--- src/rtl/rsp_fifo_pkg.sv ---
package rsp_fifo_pkg;

    typedef enum logic [1:0] {
        CAP_IDLE,
        CAP_ARMED,
        CAP_SHIFT,
        CAP_DONE
    } cap_state_e;

    typedef enum logic [1:0] {
        RSP_NONE,
        RSP_SHORT,
        RSP_LONG
    } rsp_kind_e;

    // format codes; the numeric values are part of the command-setup field
    localparam logic [2:0] FMT_NONE    = 3'd0;
    localparam logic [2:0] FMT_SHORT_A = 3'd1;
    localparam logic [2:0] FMT_LONG    = 3'd2;
    localparam logic [2:0] FMT_SHORT_B = 3'd3;

endpackage

--- src/rtl/rsp_fmt_decode.sv ---
module rsp_fmt_decode
    import rsp_fifo_pkg::*;
#(
    parameter int SHORT_BITS = 48,
    parameter int LONG_BITS  = 136,
    parameter int HW_BITS    = 16,
    parameter int CNT_W      = 8,
    parameter int PTR_W      = 4
) (
    input  logic [2:0]       fmt,
    output rsp_kind_e        kind,
    output logic [CNT_W-1:0] frame_len,
    output logic [PTR_W-1:0] n_half
);
    localparam int SHORT_HW = (SHORT_BITS + HW_BITS - 1) / HW_BITS;
    localparam int LONG_HW  = (LONG_BITS + HW_BITS - 1) / HW_BITS;

    always_comb begin
        kind      = RSP_NONE;
        frame_len = '0;
        n_half    = '0;
        unique case (fmt)
            FMT_SHORT_A, FMT_SHORT_B: begin
                kind      = RSP_SHORT;
                frame_len = CNT_W'(SHORT_BITS);
                n_half    = PTR_W'(SHORT_HW);
            end
            FMT_LONG: begin
                kind      = RSP_LONG;
                frame_len = CNT_W'(LONG_BITS);
                n_half    = PTR_W'(LONG_HW);
            end
            default: begin
                kind      = RSP_NONE;
                frame_len = '0;
                n_half    = '0;
            end
        endcase
    end

endmodule

--- src/rtl/rsp_capture.sv ---
module rsp_capture
    import rsp_fifo_pkg::*;
#(
    parameter int BUF_W = 144,
    parameter int CNT_W = 8
) (
    input  logic             clk,
    input  logic             rst_n,
    input  logic             cmd_start,
    input  logic             has_rsp,
    input  logic [CNT_W-1:0] frame_len,
    input  logic             sample_en,
    input  logic             cmd_line,
    output logic [BUF_W-1:0] buf_o,
    output logic             done_status,
    output logic             done_pulse
);
    localparam int IDX_W = $clog2(BUF_W);

    typedef struct packed {
        cap_state_e       state;
        logic [CNT_W-1:0] cnt;
        logic [CNT_W-1:0] len;
        logic [BUF_W-1:0] shreg;
        logic             done;
        logic             pulse;
    } cap_t;

    cap_t cap_d, cap_q;
    logic             take_bit;
    logic [IDX_W-1:0] wr_idx;

    always_comb begin
        cap_d       = cap_q;
        cap_d.pulse = 1'b0;
        wr_idx      = IDX_W'(BUF_W - 1) - IDX_W'(cap_q.cnt);
        take_bit    = sample_en &&
                      ((cap_q.state == CAP_SHIFT) ||
                       ((cap_q.state == CAP_ARMED) && !cmd_line));

        if (cmd_start) begin
            cap_d.shreg = '0;
            cap_d.cnt   = '0;
            cap_d.len   = frame_len;
            if (has_rsp) begin
                cap_d.state = CAP_ARMED;
                cap_d.done  = 1'b0;
            end else begin
                cap_d.state = CAP_DONE;
                cap_d.done  = 1'b1;
                cap_d.pulse = 1'b1;
            end
        end else if (take_bit) begin
            // bits fill from the top of the buffer downward
            cap_d.shreg[wr_idx] = cmd_line;
            cap_d.cnt           = cap_q.cnt + 1'b1;
            cap_d.state         = CAP_SHIFT;
            if ((cap_q.cnt + 1'b1) == cap_q.len) begin
                cap_d.state = CAP_DONE;
                cap_d.done  = 1'b1;
                cap_d.pulse = 1'b1;
            end
        end
    end

    always_ff @(posedge clk or negedge rst_n) begin
        if (!rst_n) begin
            cap_q <= '{state: CAP_IDLE, cnt: '0, len: '0, shreg: '0,
                       done: 1'b0, pulse: 1'b0};
        end else begin
            cap_q <= cap_d;
        end
    end

    assign buf_o       = cap_q.shreg;
    assign done_status = cap_q.done;
    assign done_pulse  = cap_q.pulse;

endmodule

--- src/rtl/rsp_read_seq.sv ---
module rsp_read_seq #(
    parameter int BUF_W   = 144,
    parameter int HW_BITS = 16,
    parameter int NHW     = 9,
    parameter int PTR_W   = 4
) (
    input  logic               clk,
    input  logic               rst_n,
    input  logic               cmd_start,
    input  logic [PTR_W-1:0]   n_half,
    input  logic               rd_en,
    input  logic [BUF_W-1:0]   buf_i,
    output logic [HW_BITS-1:0] rd_data,
    output logic [PTR_W-1:0]   ptr_o,
    output logic [PTR_W-1:0]   lim_o
);
    localparam int HW_IDX_W = (NHW > 1) ? $clog2(NHW) : 1;

    typedef struct packed {
        logic [PTR_W-1:0]   ptr;
        logic [PTR_W-1:0]   lim;
        logic [HW_BITS-1:0] data;
    } rd_t;

    rd_t rd_d, rd_q;
    logic [HW_BITS-1:0] hw [NHW];

    for (genvar k = 0; k < NHW; k++) begin : g_hw
        assign hw[k] = buf_i[BUF_W-1-HW_BITS*k -: HW_BITS];
    end

    always_comb begin
        rd_d = rd_q;
        if (cmd_start) begin
            rd_d.ptr  = '0;
            rd_d.lim  = n_half;
            rd_d.data = '0;
        end else if (rd_en) begin
            if (rd_q.ptr < rd_q.lim) begin
                rd_d.data = hw[rd_q.ptr[HW_IDX_W-1:0]];
                rd_d.ptr  = rd_q.ptr + 1'b1;
            end else begin
                rd_d.data = '0;
            end
        end
    end

    always_ff @(posedge clk or negedge rst_n) begin
        if (!rst_n) begin
            rd_q <= '{ptr: '0, lim: '0, data: '0};
        end else begin
            rd_q <= rd_d;
        end
    end

    assign rd_data = rd_q.data;
    assign ptr_o   = rd_q.ptr;
    assign lim_o   = rd_q.lim;

endmodule

--- src/rtl/rsp_halfword_fifo.sv ---
module rsp_halfword_fifo
    import rsp_fifo_pkg::*;
#(
    parameter int SHORT_BITS = 48,
    parameter int LONG_BITS  = 136,
    parameter int HW_BITS    = 16
) (
    input  logic               clk,
    input  logic               rst_n,
    input  logic               cmd_start,
    input  logic [2:0]         cfg_fmt,
    input  logic               sample_en,
    input  logic               cmd_line,
    input  logic               rd_en,
    output logic [HW_BITS-1:0] rd_data,
    output logic               done_status,
    output logic               done_pulse
);
    localparam int NHW   = (LONG_BITS + HW_BITS - 1) / HW_BITS;
    localparam int BUF_W = NHW * HW_BITS;
    localparam int CNT_W = $clog2(LONG_BITS + 1);
    localparam int PTR_W = $clog2(NHW + 1);

    rsp_kind_e        dec_kind;
    logic             dec_has_rsp;
    logic [CNT_W-1:0] dec_len;
    logic [PTR_W-1:0] dec_nhalf;
    logic [BUF_W-1:0] cap_buf;
    logic [PTR_W-1:0] rd_ptr;
    logic [PTR_W-1:0] rd_lim;

    rsp_fmt_decode #(
        .SHORT_BITS (SHORT_BITS),
        .LONG_BITS  (LONG_BITS),
        .HW_BITS    (HW_BITS),
        .CNT_W      (CNT_W),
        .PTR_W      (PTR_W)
    ) u_dec (
        .fmt       (cfg_fmt),
        .kind      (dec_kind),
        .frame_len (dec_len),
        .n_half    (dec_nhalf)
    );

    assign dec_has_rsp = (dec_kind != RSP_NONE);

    rsp_capture #(
        .BUF_W (BUF_W),
        .CNT_W (CNT_W)
    ) u_cap (
        .clk         (clk),
        .rst_n       (rst_n),
        .cmd_start   (cmd_start),
        .has_rsp     (dec_has_rsp),
        .frame_len   (dec_len),
        .sample_en   (sample_en),
        .cmd_line    (cmd_line),
        .buf_o       (cap_buf),
        .done_status (done_status),
        .done_pulse  (done_pulse)
    );

    rsp_read_seq #(
        .BUF_W   (BUF_W),
        .HW_BITS (HW_BITS),
        .NHW     (NHW),
        .PTR_W   (PTR_W)
    ) u_rd (
        .clk       (clk),
        .rst_n     (rst_n),
        .cmd_start (cmd_start),
        .n_half    (dec_nhalf),
        .rd_en     (rd_en),
        .buf_i     (cap_buf),
        .rd_data   (rd_data),
        .ptr_o     (rd_ptr),
        .lim_o     (rd_lim)
    );

endmodule

--- config.mk ---
export PLATFORM = sky130hd
export DESIGN_NAME = rsp_halfword_fifo
export DESIGN_NICKNAME = d
export VERILOG_FILES = /design/src/rtl/rsp_fifo_pkg.sv /design/src/rtl/rsp_fmt_decode.sv /design/src/rtl/rsp_capture.sv /design/src/rtl/rsp_read_seq.sv /design/src/rtl/rsp_halfword_fifo.sv
export SDC_FILE = /design/constraint.sdc
export NUM_CORES = 1
export LEC_CHECK = 0
export BUFFER_PORTS_ARGS = -buffer_cell sky130_fd_sc_hd__buf_4
export CORE_ASPECT_RATIO = 1.75
export CORE_MARGIN = 3
export CORE_UTILIZATION = 35
export DETAILED_ROUTE_END_ITERATION = 8
export HOLD_SLACK_MARGIN = 0.03
export PLACE_DENSITY_LB_ADDON = 0.08
export SLEW_MARGIN = 10
export SYNTH_ARGS = -nofsm -noshare
export SYNTH_HDL_FRONTEND = slang
export SYNTH_SLANG_ARGS = --single-unit
--- constraint.sdc ---
create_clock -name clk -period 1.9 [get_ports clk]
set_input_delay 0.095 -clock clk [delete_from_list [all_inputs] [get_ports clk]]
set_output_delay 0.095 -clock clk [all_outputs]
set_load 0.02 [all_outputs]
# Yosys cells after proc, flatten, opt, wreduce, memory -nomap -nowiden
# Index checks and enable logic that the tools add are counted.
[op_classes]
add_sub_neg = 3
n_lt_le_gt_ge = 4
n_eq_ne = 6
n_mux = 23
bitwise = 1
reduce_logical = 13
[op_table]
columns = ["cell", "n"]
rows = [
  ["$mux W146", 2],
  ["$bwmux W144", 1],
  ["$mux W16", 5],
  ["$bmux W16 S4", 1],
  ["$mux W10", 2],
  ["$pmux W8 S2", 1],
  ["$mux W4", 3],
  ["$reduce_bool A2 Y1", 5],
  ["$lt A8 B9 Y1 const B", 1],
  ["$add A8 B1 Y8 const B", 1],
  ["$demux W1 S8", 1],
  ["$eq A8 B8 Y1", 1],
  ["$ge A8 B1 Y1 const B", 1],
  ["$pmux W4 S2", 1],
  ["$sub A8 B8 Y8 const A", 1],
  ["$eq A3 B2 Y1 const B", 2],
  ["$ge A5 B5 Y1 const B", 1],
  ["$not A4 Y5", 1],
  ["$add A4 B1 Y4 const B", 1],
  ["$lt A4 B4 Y1", 1],
  ["$mux W2", 2],
  ["$pmux W2 S2", 1],
  ["$reduce_and A2 Y1", 2],
  ["$eq A3 B1 Y1 const B", 1],
  ["other kinds (7)", 11],
]
[word_totals]
reg_bits = 188
inputBits = 9
out_inout_bits = 18
wordCells = 59

# Longest topological paths before layout
# Gate-level depths: netlist of run 1.
[depth]
ltp_word = 8
mapped_depth = 8
ltp_nobuf = 6

# Hierarchy
# A second synthesis of run 1 with hierarchy kept.
[hier_totals]
cells_unflattened = 1056
hier_area_um2 = 10747.8
[by_module_without_submodules]
columns = ["module", "instances", "cells_per_inst", "area_per_inst_um2", "seq_area_each_um2"]
rows = [
  ["rsp_capture", 1, 843, 8473.1, 4103.9],
  ["rsp_read_seq", 1, 197, 2153.3, 600.6],
  ["rsp_fmt_decode", 1, 15, 115.1, 0.0],
  ["rsp_halfword_fifo", 1, 1, 6.3, 0.0],
]

# Worst setup path before layout of run 1
# No wires, ideal clock.
[synth_path]
path_type = "reg2reg"
start = "register u_rd.rd_q (netlist bit u_rd.ptr_o[1])"
end = "register u_rd.rd_q (netlist bit u_rd.rd_data[12])"
setup_time_ns = 0.126
t_arrival_ns = 1.829
t_required_ns = 1.774
path_slack_ns = -0.055
stages_incl_launch_ff = 7
n_path_buf = 2
synth_period_minus_slack_ns = 1.955
path_cell_list = "dfrtp_1 -> clkbuf_1 -> clkbuf_1 -> mux4_2 -> mux2i_1 -> and2b_1 -> a221o_1"
[synth_via]
elab_chain_cells = 7
word_cells_on_any_way = 8
cone_classes = "order compare: 1; mux: 6; bitwise: 1"
[synth_rtl]
columns = ["element", "line", "rtl"]
rows = [
  ["from (decl)", "rsp_read_seq.sv:25", "rd_t rd_d, rd_q;"],
  ["from (signal assigned)", "rsp_read_seq.sv:50", "rd_q <= '{ptr: '0, lim: '0, data: '0};"],
  ["from (signal assigned)", "rsp_read_seq.sv:52", "rd_q <= rd_d;"],
  ["$not A4 Y5 (not written as such)", "rsp_read_seq.sv:40", "rd_d.data = hw[rd_q.ptr[HW_IDX_W-1:0]];"],
  ["$bmux W16 S4", "rsp_read_seq.sv:40", ""],
  ["$mux W16 (not written as such) (2 in a row)", "rsp_read_seq.sv:40", ""],
  ["$mux W16 (*)", "rsp_read_seq.sv:39", "if (rd_q.ptr < rd_q.lim) begin"],
  ["$mux W16 (*)", "rsp_read_seq.sv:38", "end else if (rd_en) begin"],
  ["$mux W16 (*)", "rsp_read_seq.sv:34", "if (cmd_start) begin"],
]
# Every way passes the cells marked *; elsewhere a longest branch is shown, timed or not. The select of a mux whose other input is x is not followed.
# A chain may end at the register's enable or synchronous reset.

# Worst setup path after layout of run 1
[layout_path]
start = "register u_rd.rd_q (netlist bit u_rd.ptr_o[1])"
end = "register u_rd.rd_q (netlist bit u_rd.rd_data[11])"
# Same word-level chain as after synthesis.

==> qor.txt, run 1 <==
Final hold violation count - 0
Total area of multi-input combinational cells - 0.003930 sq mm
Cells taking the most area after synthesis - sky130_fd_sc_hd__dfrtp_1 (51%), sky130_fd_sc_hd__o211ai_1 (12%), sky130_fd_sc_hd__o21ai_0 (8.4%)
Hold path endpoint - u_cap.done_pulse
Buffer levels on the longest clock path - 2
Final #Nets - 845
Critical Path Source Type - flip-flop
Horizontal extent of the die - 125.4 microns
Post-Syn Area - 0.008728 sq mm
Final setup skew - 0.005615 ns
Cell-internal power - 6.530 mW
Start-to-end type of the worst setup path - flip-flop to flip-flop
Die Area - 0.02694 sq mm
Violated checks - setup timing
Design area - 0.01060 sq mm
Crit share post-route - 104.3%
Average detailed-routed wire length per instance - 24.68 microns
Setup WS pre-CTS - -0.05784 ns
Ratio of total power to cell area - 803.8 mW/mm^2
Fraction of power consumed by the clock network - 45.5%
Initial Util - 35.91%
Final setup violation count - 17
Most frequent standard cell in the layout excluding fill and tap cells - sky130_fd_sc_hd__dfrtp_1
Hold_sp - cfg_fmt[1]
RSZ-0062 raised after global routing - true
Clock tree from TritonCTS - built
Cells after Synth - 780
Maximum number of pins on one net before global-route repair - 146
Synth cell types - 48
Yosys top cell area share - 51.32%
Hold depth - 4
Average instance area after synthesis - 11.19 sq um
Part of the Yosys area used for sequential elements - 51.32%
Number of ports placed on the die boundary - 27
Crit path time final - 1.982 ns
Port Buf Inserts - 26
Maximum resistive drop on vdd - 0.5722 mV
Post-synthesis net count - 797
Outcome - finished, violations left
Cell Area, Placed - 0.009792 sq mm
Inserted Clock Buffers - 17
Vertical die dimension - 214.9 microns
Total number of yosys warnings - 0
Post-synth EDFFs - 0
Worst relative slew slack - 47.06%
# H-tree levels - 4
Switching Fraction - 23.37%
Arr. time, crit path - 2.36 ns
Total inserted antenna cells - 0
Global-route wire length before repair - 43790 microns
Detailed Place HPWL - 17280 microns
Critical path data required time - 2.28 ns
Clock transition at the registers of the reported paths - 0.07 ns
Via total after detailed routing - 6883
Post-layout power - 8.521 mW
CTS Root Cell - sky130_fd_sc_hd__clkbuf_16
Count of fill cells added during filler insertion - 2253
Drt initial violations - 509
R2R depth - 7
Fmax achieved - 504.6 MHz
Layout cell share with drive strength beyond 1 - 22.35%
Maximum Capacitance Violations - 0
DRC errors left - 0
Vias in the first global route - 7024
Std cell rows - 75
Crit. End Element - flip-flop
Drt via density - 5.990
Post-synthesis async set-or-reset flop share - 100.0%
Total global routing track utilization - 21.62%
Register area - 0.004481 sq mm
Count of nets left with antenna violations after detail routing - 0
Sequential cell fraction of total power - 45.3%
Placer congestion estimate - 0.7645
Fin worst setup slack - -0.08163 ns
Actual transition at the worst max-transition pin - 0.7941 ns
Top_reg_cell synth - sky130_fd_sc_hd__dfrtp_1
Total detailed-routing wirelength - 28360 microns
Area growth, synth to finish - 21.46%
Most frequent cells in the layout - sky130_fd_sc_hd__dfrtp_1 (178), sky130_fd_sc_hd__o21ai_0 (146), sky130_fd_sc_hd__o211ai_1 (145)
Final-report max-slew violation count - 0
Library cell occupying the most area in the post-synthesis netlist - sky130_fd_sc_hd__dfrtp_1
Reg2reg end - u_rd.rd_data[11]
Net switching power - 1.991 mW
Core area - 0.02430 sq mm
Clock net sink count - 179
Total Negative Setup Slacks - -1.171 ns
Start of the worst register-to-register path - u_rd.ptr_o[1]
Total grt overflow - 0
Worst Path Max Fanout - 8
Part of the power in combinational logic - 9.2%
Pre-Repair DR Iteration Count - 7
Classification of the worst-slack hold path - primary input to flip-flop
Cell leakage power - 4.332 nW
Number of storage elements in the synthesis netlist - 179
Initial antenna violation count - 0
Source-to-sink clock delay at the later pin of the worst-skew pair - 0.44 ns
Worst R2R Setup Slack - -0.08 ns
## worst max-delay path by stage
stage | from | endpoint | slack, ns | depth (start not counted)
after floorplan | u_rd.lim_o[1] | u_rd.rd_data[10] | 0.003 | 7
after global placement | u_rd.ptr_o[0] | u_rd.rd_data[2] | -0.02 | 5
final | u_rd.ptr_o[1] | u_rd.rd_data[11] | -0.08 | 7
after CTS | u_rd.ptr_o[1] | u_rd.rd_data[11] | -0.08 | 7
after global routing | u_rd.ptr_o[1] | u_rd.rd_data[11] | -0.15 | 7
after detailed placement | u_cap.cap_q[162] | u_cap.buf_o[8] | -0.06 | 7
## worst max-delay path, cell delays in order, from the launching register on
cell	delay (ns)
sky130_fd_sc_hd__dfrtp_1	0.38
sky130_fd_sc_hd__ha_1	0.31
sky130_fd_sc_hd__a211o_4	0.36
sky130_fd_sc_hd__a2111oi_4	0.30
sky130_fd_sc_hd__buf_6	0.18
sky130_fd_sc_hd__buf_12	0.13
sky130_fd_sc_hd__nor2b_2	0.13
sky130_fd_sc_hd__a221o_1	0.11
## kinds of logic after synthesis
| group | after synthesis | synth area share [%] |
|---|---|---|
| DFF | 179 | 51.32 |
| xor gates and xnor gates | 11 | 1.104 |
| adders and majority gates | 8 | 1.147 |
| and+or+nand+nor | 113 | 6.995 |
| AOI/OAI and AO/OA | 329 | 24.89 |
| buffers and inverters | 91 | 4.301 |
| muxes | 49 | 10.25 |
## cell usage after synthesis, drive strengths merged, types with 6 or more instances
library cell,number
o211ai,145
mux2i,17
nor2b,18
buf,15
nand3,20
o21ai,146
inv,10
nor2,20
a21oi,6
a221o,16
mux4,32
ha,8
xor2,7
clkbuf,66
and3,6
dfrtp,179
nand2,26
## timing repair
action                                  in CTS  in global routing
gates resized for setup                      6                  9
endpoints found under the hold margin       54                  0
cloned                                       1                  0
setup buffers                                2                  2
pin swaps                                    0                  2
endpoints found under the setup margin      38                 39
hold buffers                                 5                  0
## layout make-up
cell class,count,share of cell area [%]
sequential,179,42.26
inverter,10,0.3777
multi-input combinational,510,37.07
clock inverter,11,1.723
clock buffer,21,4.249
timing repair buffer,110,10.68
tap,308,3.635
## metal layers
| layer | vias to the layer above | track usage (%) | part of all wire (%) |
|---|---|---|---|
| met5 | - | 0 | 0 |
| met4 | 0 | 8.430 | 3.4 |
| met3 | 43 | 4.149 | 4.5 |
| met2 | 210 | 38.25 | 54 |
| met1 | 3542 | 25.81 | 39 |
| li1 | 3088 | - | - |
## power by group through the flow
stage,registers [mW],logic (mW),clock network [mW]
finish,3.86,0.788,3.88
floorplan,3.92,0.377,0
detailed placement,3.93,0.739,0
global route,3.86,0.850,4.12
CTS,3.86,0.796,3.97
global placement,3.93,0.728,0
## state kept, by name, summed over array words and instances (netlist names)
name / count
u_rd.rd_data: 16
u_rd.lim_o: 2
u_cap.done_status: 1
u_cap.cap_q: 11
u_cap.buf_o: 144
u_cap.done_pulse: 1
u_rd.ptr_o: 4
## per-stage QoR
stage,util [%],std cells,hold WS [ns]
2_1_floorplan,-,780,-0.2006
3_3_place_gp,40.29,1107,0.1211
3_5_place_dp,40.29,1107,0.1323
4_1_cts,43.40,1147,0.09568
5_1_grt,43.62,1149,0.1514
6_report,43.62,1149,0.1083
Power figures use the tool's default switching activity.
==> run 2, diff against run 1 <==
--- a/config.mk
+++ b/config.mk
@@ -11,7 +11,7 @@
 export CORE_UTILIZATION = 35
 export DETAILED_ROUTE_END_ITERATION = 8
 export HOLD_SLACK_MARGIN = 0.03
-export PLACE_DENSITY_LB_ADDON = 0.08
+export PLACE_DENSITY = 0.63
 export SLEW_MARGIN = 10
 export SYNTH_ARGS = -nofsm -noshare
 export SYNTH_HDL_FRONTEND = slang
==> run 2 against run 1 <==
  * Largest cell class unchanged
  * Critical path depth is 1 higher
  * Clock-buffer cell count is 1 lower
  * Worst setup slack worse by 0.045 ns
  * Clock power fell by 12%
  * Combinational power shrank 7.1%
  * Cell count up 0.26%
  * Critical endpoint is now u_rd.rd_data[10]
  * Wire length is 12% lower
  * Flip-flop and latch count unchanged
  * The flow still finishes with violations (setup timing)
  * Power down 6.2%
  * Sequential power about the same
==> qor.txt, run 2 (same netlist as run 1, synthesis figures left out) <==
Outcome - finished, violations left
Violated checks - setup timing
Total grt overflow - 0 (unchanged)
Maximum Capacitance Violations - 0 (unchanged)
Detailed Place HPWL - 15090 microns (-13%)
Port Buf Inserts - 26 (unchanged)
Final hold violation count - 0 (unchanged)
Initial Util - 35.91% (unchanged)
Final setup violation count - 16 (-1)
Worst relative slew slack - 52.85% (+5.8 points)
Clock transition at the registers of the reported paths - 0.07 ns (about the same)
Initial antenna violation count - 0 (unchanged)
Ratio of total power to cell area - 767.5 mW/mm^2 (-4.5%)
Fin worst setup slack - -0.1266 ns (-0.04498 ns)
Placer congestion estimate - 0.7885 (+3.1%)
Actual transition at the worst max-transition pin - 0.7072 ns (-0.08684 ns)
RSZ-0062 raised after global routing - true
Cell leakage power - 4.231 nW (-2.3%)
Worst R2R Setup Slack - -0.13 ns (-0.04 ns)
DRC errors left - 0 (unchanged)
Drt initial violations - 552 (+8.4%)
Global-route wire length before repair - 40310 microns (-7.9%)
Fmax achieved - 493.4 MHz (-2.2%)
Hold_sp - cfg_fmt[1]
Crit path time final - 2.027 ns (+0.04498 ns)
Total inserted antenna cells - 0 (unchanged)
Reg2reg end - u_rd.rd_data[10]
Vertical die dimension - 214.9 microns (unchanged)
Total Negative Setup Slacks - -1.683 ns (-0.5124 ns)
Area growth, synth to finish - 19.28%
Clock net sink count - 179 (unchanged)
Total global routing track utilization - 19.13% (-2.5 points)
Critical path data required time - 2.27 ns (about the same)
Final setup skew - 0.009806 ns (+0.004191 ns)
Std cell rows - 75 (unchanged)
Die Area - 0.02694 sq mm (unchanged)
Maximum number of pins on one net before global-route repair - 146 (unchanged)
R2R depth - 8 (+1)
CTS Root Cell - sky130_fd_sc_hd__clkbuf_16
Core area - 0.02430 sq mm (unchanged)
Via total after detailed routing - 6690 (-2.8%)
Worst Path Max Fanout - 8 (unchanged)
Start of the worst register-to-register path - u_rd.lim_o[1]
Dpl cells - 1106 (-0.090%)
Inserted Clock Buffers - 17 (unchanged)
Critical Path Source Type - flip-flop
Drt via density - 5.807 (-3.1%)
Crit-path slowest cell - sky130_fd_sc_hd__dfrtp_1
Start-to-end type of the worst setup path - flip-flop to flip-flop
Non-filler cells in the finished layout - 1152 (+0.26%)
Classification of the worst-slack hold path - primary input to flip-flop
Crit. End Element - flip-flop
Final-report max-slew violation count - 0 (unchanged)
Worst Hold Margin - 0.1180 ns (+0.009690 ns)
Layout cell share with drive strength beyond 1 - 23.34% (+0.99 points)
Worst-path cell chain - inv_2 -> ha_4 -> a211o_4 -> a2111oi_4 -> buf_6 -> buf_12 -> nor2b_2 -> a221o_1
Most frequent standard cell in the layout excluding fill and tap cells - sky130_fd_sc_hd__dfrtp_1
Flip-flop count of the largest register after layout - 144 (unchanged)
Maximum resistive drop on vdd - 0.5244 mV (-8.4%)
Most frequent cells in the layout - sky130_fd_sc_hd__dfrtp_1 (178), sky130_fd_sc_hd__o21ai_0 (146), sky130_fd_sc_hd__o211ai_1 (145)
Buffer levels on the longest clock path - 2 (unchanged)
Final #Nets - 848 (+0.36%)
Hold depth - 4 (unchanged)
Total detailed-routing wirelength - 25010 microns (-12%)
Number of ports placed on the die boundary - 27 (unchanged)
Pre-Repair DR Iteration Count - 5 (-2)
# H-tree levels - 4 (unchanged)
Average detailed-routed wire length per instance - 21.71 microns (-12%)
Vias in the first global route - 6997 (-0.38%)
Source-to-sink clock delay at the later pin of the worst-skew pair - 0.43 ns (about the same)
Clock tree from TritonCTS - built
Arr. time, crit path - 2.40 ns (+0.04 ns)
Horizontal extent of the die - 125.4 microns (unchanged)
Hold path endpoint - u_cap.done_pulse
Crit-path max cell delay - 0.39 ns (about the same)
Crit share post-route - 106.7% (+2.4 points)
Count of nets left with antenna violations after detail routing - 0 (unchanged)
==> run 2: changes by cell type in the layout (fill, tap and decap cells not counted), sizes merged <==
cell and delta:
o21a +1, clkbuf -1, inv +1, bufinv -4
buf +2, clkinv +2, clkinvlp +2
==> run 2: layout make-up <==
class / instances / area (sq um)
Clock inverter: 12 / 107.6
Clock buffer: 20 / 456.7
Tap cell: 308 / 385.4
Sequential cell: 179 / 4481
Inverter: 10 / 40.04
Multi-Input combinational cell: 511 / 3981
Fill cell: 2225 / 13890
Timing Repair Buffer: 112 / 959.7
==> run 2: critical path, delay by kind of cell, from the launching register on <==
kind / cells / cell delay (ns)
DFF: 1 / 0.39
adders and majority gates: 1 / 0.20
buffers and inverters: 3 / 0.42
and+or+nand+nor: 1 / 0.14
AOI/OAI and AO/OA: 3 / 0.81
==> run 2: worst max path at each step <==
stage / startpoint / end / slack (ns) / cells past startpoint
after floorplan: u_rd.lim_o[1] / u_rd.rd_data[10] / 0.003 / 7
after global placement: u_rd.ptr_o[1] / u_rd.rd_data[10] / -0.02 / 6
after detailed placement: u_rd.ptr_o[1] / u_rd.rd_data[4] / -0.07 / 6
after CTS: u_rd.ptr_o[1] / u_rd.rd_data[2] / -0.07 / 7
after global routing: u_rd.lim_o[1] / u_rd.rd_data[2] / -0.20 / 8
final: u_rd.lim_o[1] / u_rd.rd_data[10] / -0.13 / 8
==> run 2: report_power, final <==
part,leakage [nW],switching [mW],internal [mW]
clock,0.272,1.53,1.87
sequential,2.48,0.0226,3.83
combinational,1.47,0.430,0.302
==> run 2: what timing repair did <==
action	4_1_cts	5_1_grt
setup endpoints to repair	16	166
resized for setup	6	16
hold buffers	5	0
gates cloned	1	1
hold endpoints to repair	57	0
buffers inserted	4	3
pin swaps	0	4
==> run 2: per-layer routing <==
metal	part of all wire, %	up-vias	global-route usage (%)	wire, microns
met5	0	-	0	0
met4	5.2	0	10.06	1293
met3	4.5	68	3.453	1127
met2	51	206	32.21	12790
met1	39	3321	23.29	9803
li1	-	3095	-	-
==> run 2: stage by stage <==
| stage | instance area, sq um | utilization [%] | power [mW] | worst slack [ns] |
|---|---|---|---|---|
| 2_1_floorplan | 8751 | - | 4.300 | 0.003433 |
| 3_3_place_gp | 9609 | 39.54 | 4.575 | -0.02172 |
| 3_5_place_dp | 9609 | 39.54 | 4.586 | -0.07348 |
| 4_1_cts | 10310 | 42.41 | 8.033 | -0.06902 |
| 5_1_grt | 10410 | 42.84 | 8.277 | -0.2021 |
| 6_report | 10410 | 42.84 | 7.991 | -0.1266 |
==> run 3, diff against run 2 <==
--- a/config.mk
+++ b/config.mk
@@ -11,6 +11,7 @@
 export CORE_UTILIZATION = 35
 export DETAILED_ROUTE_END_ITERATION = 8
 export HOLD_SLACK_MARGIN = 0.03
+export MAX_ROUTING_LAYER = met4
 export PLACE_DENSITY = 0.63
 export SLEW_MARGIN = 10
 export SYNTH_ARGS = -nofsm -noshare
==> run 3 against run 2 <==
  * The flow still finishes with violations (setup timing)
  * Design area unchanged
  * Power increased by 0.19%
  * Global-route usage increased by 0.55 points
  * Cell count unchanged
  * First-iteration DRC count increased by 6.0%
  * Die area unchanged
  * Clock power about the same
  * Critical endpoint is now u_rd.rd_data[2]
  * Worst setup slack got worse by 0.0031 ns
  * Clock skew about the same
  * Register-to-register slack about the same
  * Non-clock buffer count unchanged
  * Highest routed layer unchanged
==> qor.txt, run 3 (same netlist as run 1, synthesis figures left out) <==
Arr. time, crit path - 2.41 ns (about the same)
Dpl cells - 1106 (unchanged)
# H-tree levels - 4 (unchanged)
Total inserted antenna cells - 0 (unchanged)
Hold path endpoint - u_cap.done_pulse
Final setup skew - 0.009530 ns (-0.0002762 ns)
Std cell rows - 75 (unchanged)
Final setup violation count - 16 (unchanged)
Global-route wire length before repair - 40320 microns (about the same)
Final hold violation count - 0 (unchanged)
Layout cell share with drive strength beyond 1 - 23.34% (unchanged)
Maximum number of pins on one net before global-route repair - 146 (unchanged)
Horizontal extent of the die - 125.4 microns (unchanged)
Final core utilization - 42.84% (unchanged)
Ratio of total power to cell area - 769.0 mW/mm^2 (+0.19%)
Pre-Repair DR Iteration Count - 5 (unchanged)
Number of ports placed on the die boundary - 27 (unchanged)
Core area - 0.02430 sq mm (unchanged)
Crit path time final - 2.030 ns (+0.003120 ns)
Drt via density - 5.802 (about the same)
Total Negative Setup Slacks - -1.628 ns (+0.05505 ns)
Die Area - 0.02694 sq mm (unchanged)
Average detailed-routed wire length per instance - 21.79 microns (+0.37%)
Worst Path Max Fanout - 8 (unchanged)
Via total after detailed routing - 6684 (-0.090%)
Final-report max-slew violation count - 0 (unchanged)
Vias in the first global route - 7017 (+0.29%)
Start of the worst register-to-register path - u_rd.ptr_o[1]
Inserted Clock Buffers - 17 (unchanged)
Cell Area, Placed - 0.009609 sq mm (unchanged)
Flip-flop count of the largest register after layout - 144 (unchanged)
Source-to-sink clock delay at the later pin of the worst-skew pair - 0.44 ns (about the same)
Initial antenna violation count - 0 (unchanged)
Cell leakage power - 4.231 nW (unchanged)
Port Buf Inserts - 26 (unchanged)
Post-layout power - 8.006 mW (+0.19%)
Maximum resistive drop on vdd - 0.5380 mV (+2.6%)
CTS Root Cell - sky130_fd_sc_hd__clkbuf_16
Clock transition at the registers of the reported paths - 0.07 ns (about the same)
Actual transition at the worst max-transition pin - 0.7053 ns (-0.001917 ns)
Buffer levels on the longest clock path - 2 (unchanged)
Count of nets left with antenna violations after detail routing - 0 (unchanged)
Hold_sp - cfg_fmt[1]
Most frequent standard cell in the layout excluding fill and tap cells - sky130_fd_sc_hd__dfrtp_1
R2R depth - 7 (-1)
Most frequent cells in the layout - sky130_fd_sc_hd__dfrtp_1 (178), sky130_fd_sc_hd__o21ai_0 (146), sky130_fd_sc_hd__o211ai_1 (145)
Setup WS pre-CTS - -0.07348 ns (unchanged)
Crit share post-route - 106.8% (+0.16 points)
Design area - 0.01041 sq mm (unchanged)
Drt initial violations - 585 (+6.0%)
Vertical die dimension - 214.9 microns (unchanged)
Violated checks - setup timing
Detailed Place HPWL - 15090 microns (unchanged)
Critical Path Source Type - flip-flop
Fin worst setup slack - -0.1297 ns (-0.003120 ns)
Total global routing track utilization - 19.68% (+0.55 points)
Area growth, synth to finish - 19.28% (unchanged)
Total detailed-routing wirelength - 25110 microns (+0.37%)
Maximum Capacitance Violations - 0 (unchanged)
Start-to-end type of the worst setup path - flip-flop to flip-flop
Final #Nets - 848 (unchanged)
Crit. End Element - flip-flop
Non-filler cells in the finished layout - 1152 (unchanged)
Total grt overflow - 0 (unchanged)
Reg2reg end - u_rd.rd_data[2]
RSZ-0062 raised after global routing - true
Placer congestion estimate - 0.8019 (+1.7%)
Initial Util - 35.91% (unchanged)
Clock net sink count - 179 (unchanged)
Worst relative slew slack - 52.98% (+0.13 points)
Fmax achieved - 492.7 MHz (-0.15%)
Classification of the worst-slack hold path - primary input to flip-flop
Outcome - finished, violations left
Clock tree from TritonCTS - built
DRC errors left - 0 (unchanged)
Hold depth - 4 (unchanged)
Worst R2R Setup Slack - -0.13 ns (about the same)
Worst Hold Margin - 0.1125 ns (-0.005523 ns)
Critical path data required time - 2.28 ns (about the same)
## run 3: cell counts in the layout (fill, tap and decap cells not counted)
Identical to the previous run, type by type.
## run 3: worst max-delay path by stage
stage / from / to / slack [ns] / depth (start not counted)
after floorplan: u_rd.lim_o[1] / u_rd.rd_data[10] / 0.003 / 7
after CTS: u_rd.ptr_o[1] / u_rd.rd_data[2] / -0.07 / 7
after global placement: u_rd.ptr_o[1] / u_rd.rd_data[10] / -0.02 / 6
final: u_rd.ptr_o[1] / u_rd.rd_data[2] / -0.13 / 7
after detailed placement: u_rd.ptr_o[1] / u_rd.rd_data[4] / -0.07 / 6
after global routing: u_rd.lim_o[1] / u_rd.rd_data[2] / -0.20 / 8
## run 3: metal layers
layer | wire length [microns] | part of all wire [%] | GRT usage, % | up-vias
met2 | 12920 | 51 | 32.43 | 223
met4 | 1170 | 4.7 | 9.768 | 0
met1 | 9806 | 39 | 23.24 | 3311
met5 | 0 | 0 | - | -
met3 | 1211 | 4.8 | 3.379 | 66
li1 | - | - | - | 3084
## run 3: repair_timing
action,4_1_cts,5_1_grt
pin swaps,0,4
setup buffers,4,3
hold buffers,5,0
gates resized for setup,6,16
gates cloned,1,1
hold endpoints to repair,57,0
endpoints found under the setup margin,16,166
## run 3: layout make-up
class	count	area, sq um
fill	2225	13890
sequential	179	4481
multi-input combinational	511	3981
timing repair buffer	112	959.7
clock buffer	20	456.7
tap	308	385.4
clock inverter	12	107.6
inverter	10	40.04
## run 3: power by group
group	internal, mW	switching, mW
Sequential	3.83	0.0224
Clock	1.87	1.55
Combinational	0.302	0.430
## run 3: worst max-delay path, stage by stage (launching register included)
cell                        delay (ns)
sky130_fd_sc_hd__dfrtp_1          0.41
sky130_fd_sc_hd__ha_4             0.26
sky130_fd_sc_hd__a211o_4          0.34
sky130_fd_sc_hd__a2111oi_4        0.37
sky130_fd_sc_hd__buf_6            0.19
sky130_fd_sc_hd__buf_12           0.15
sky130_fd_sc_hd__nor2b_4          0.15
sky130_fd_sc_hd__a221o_1          0.11
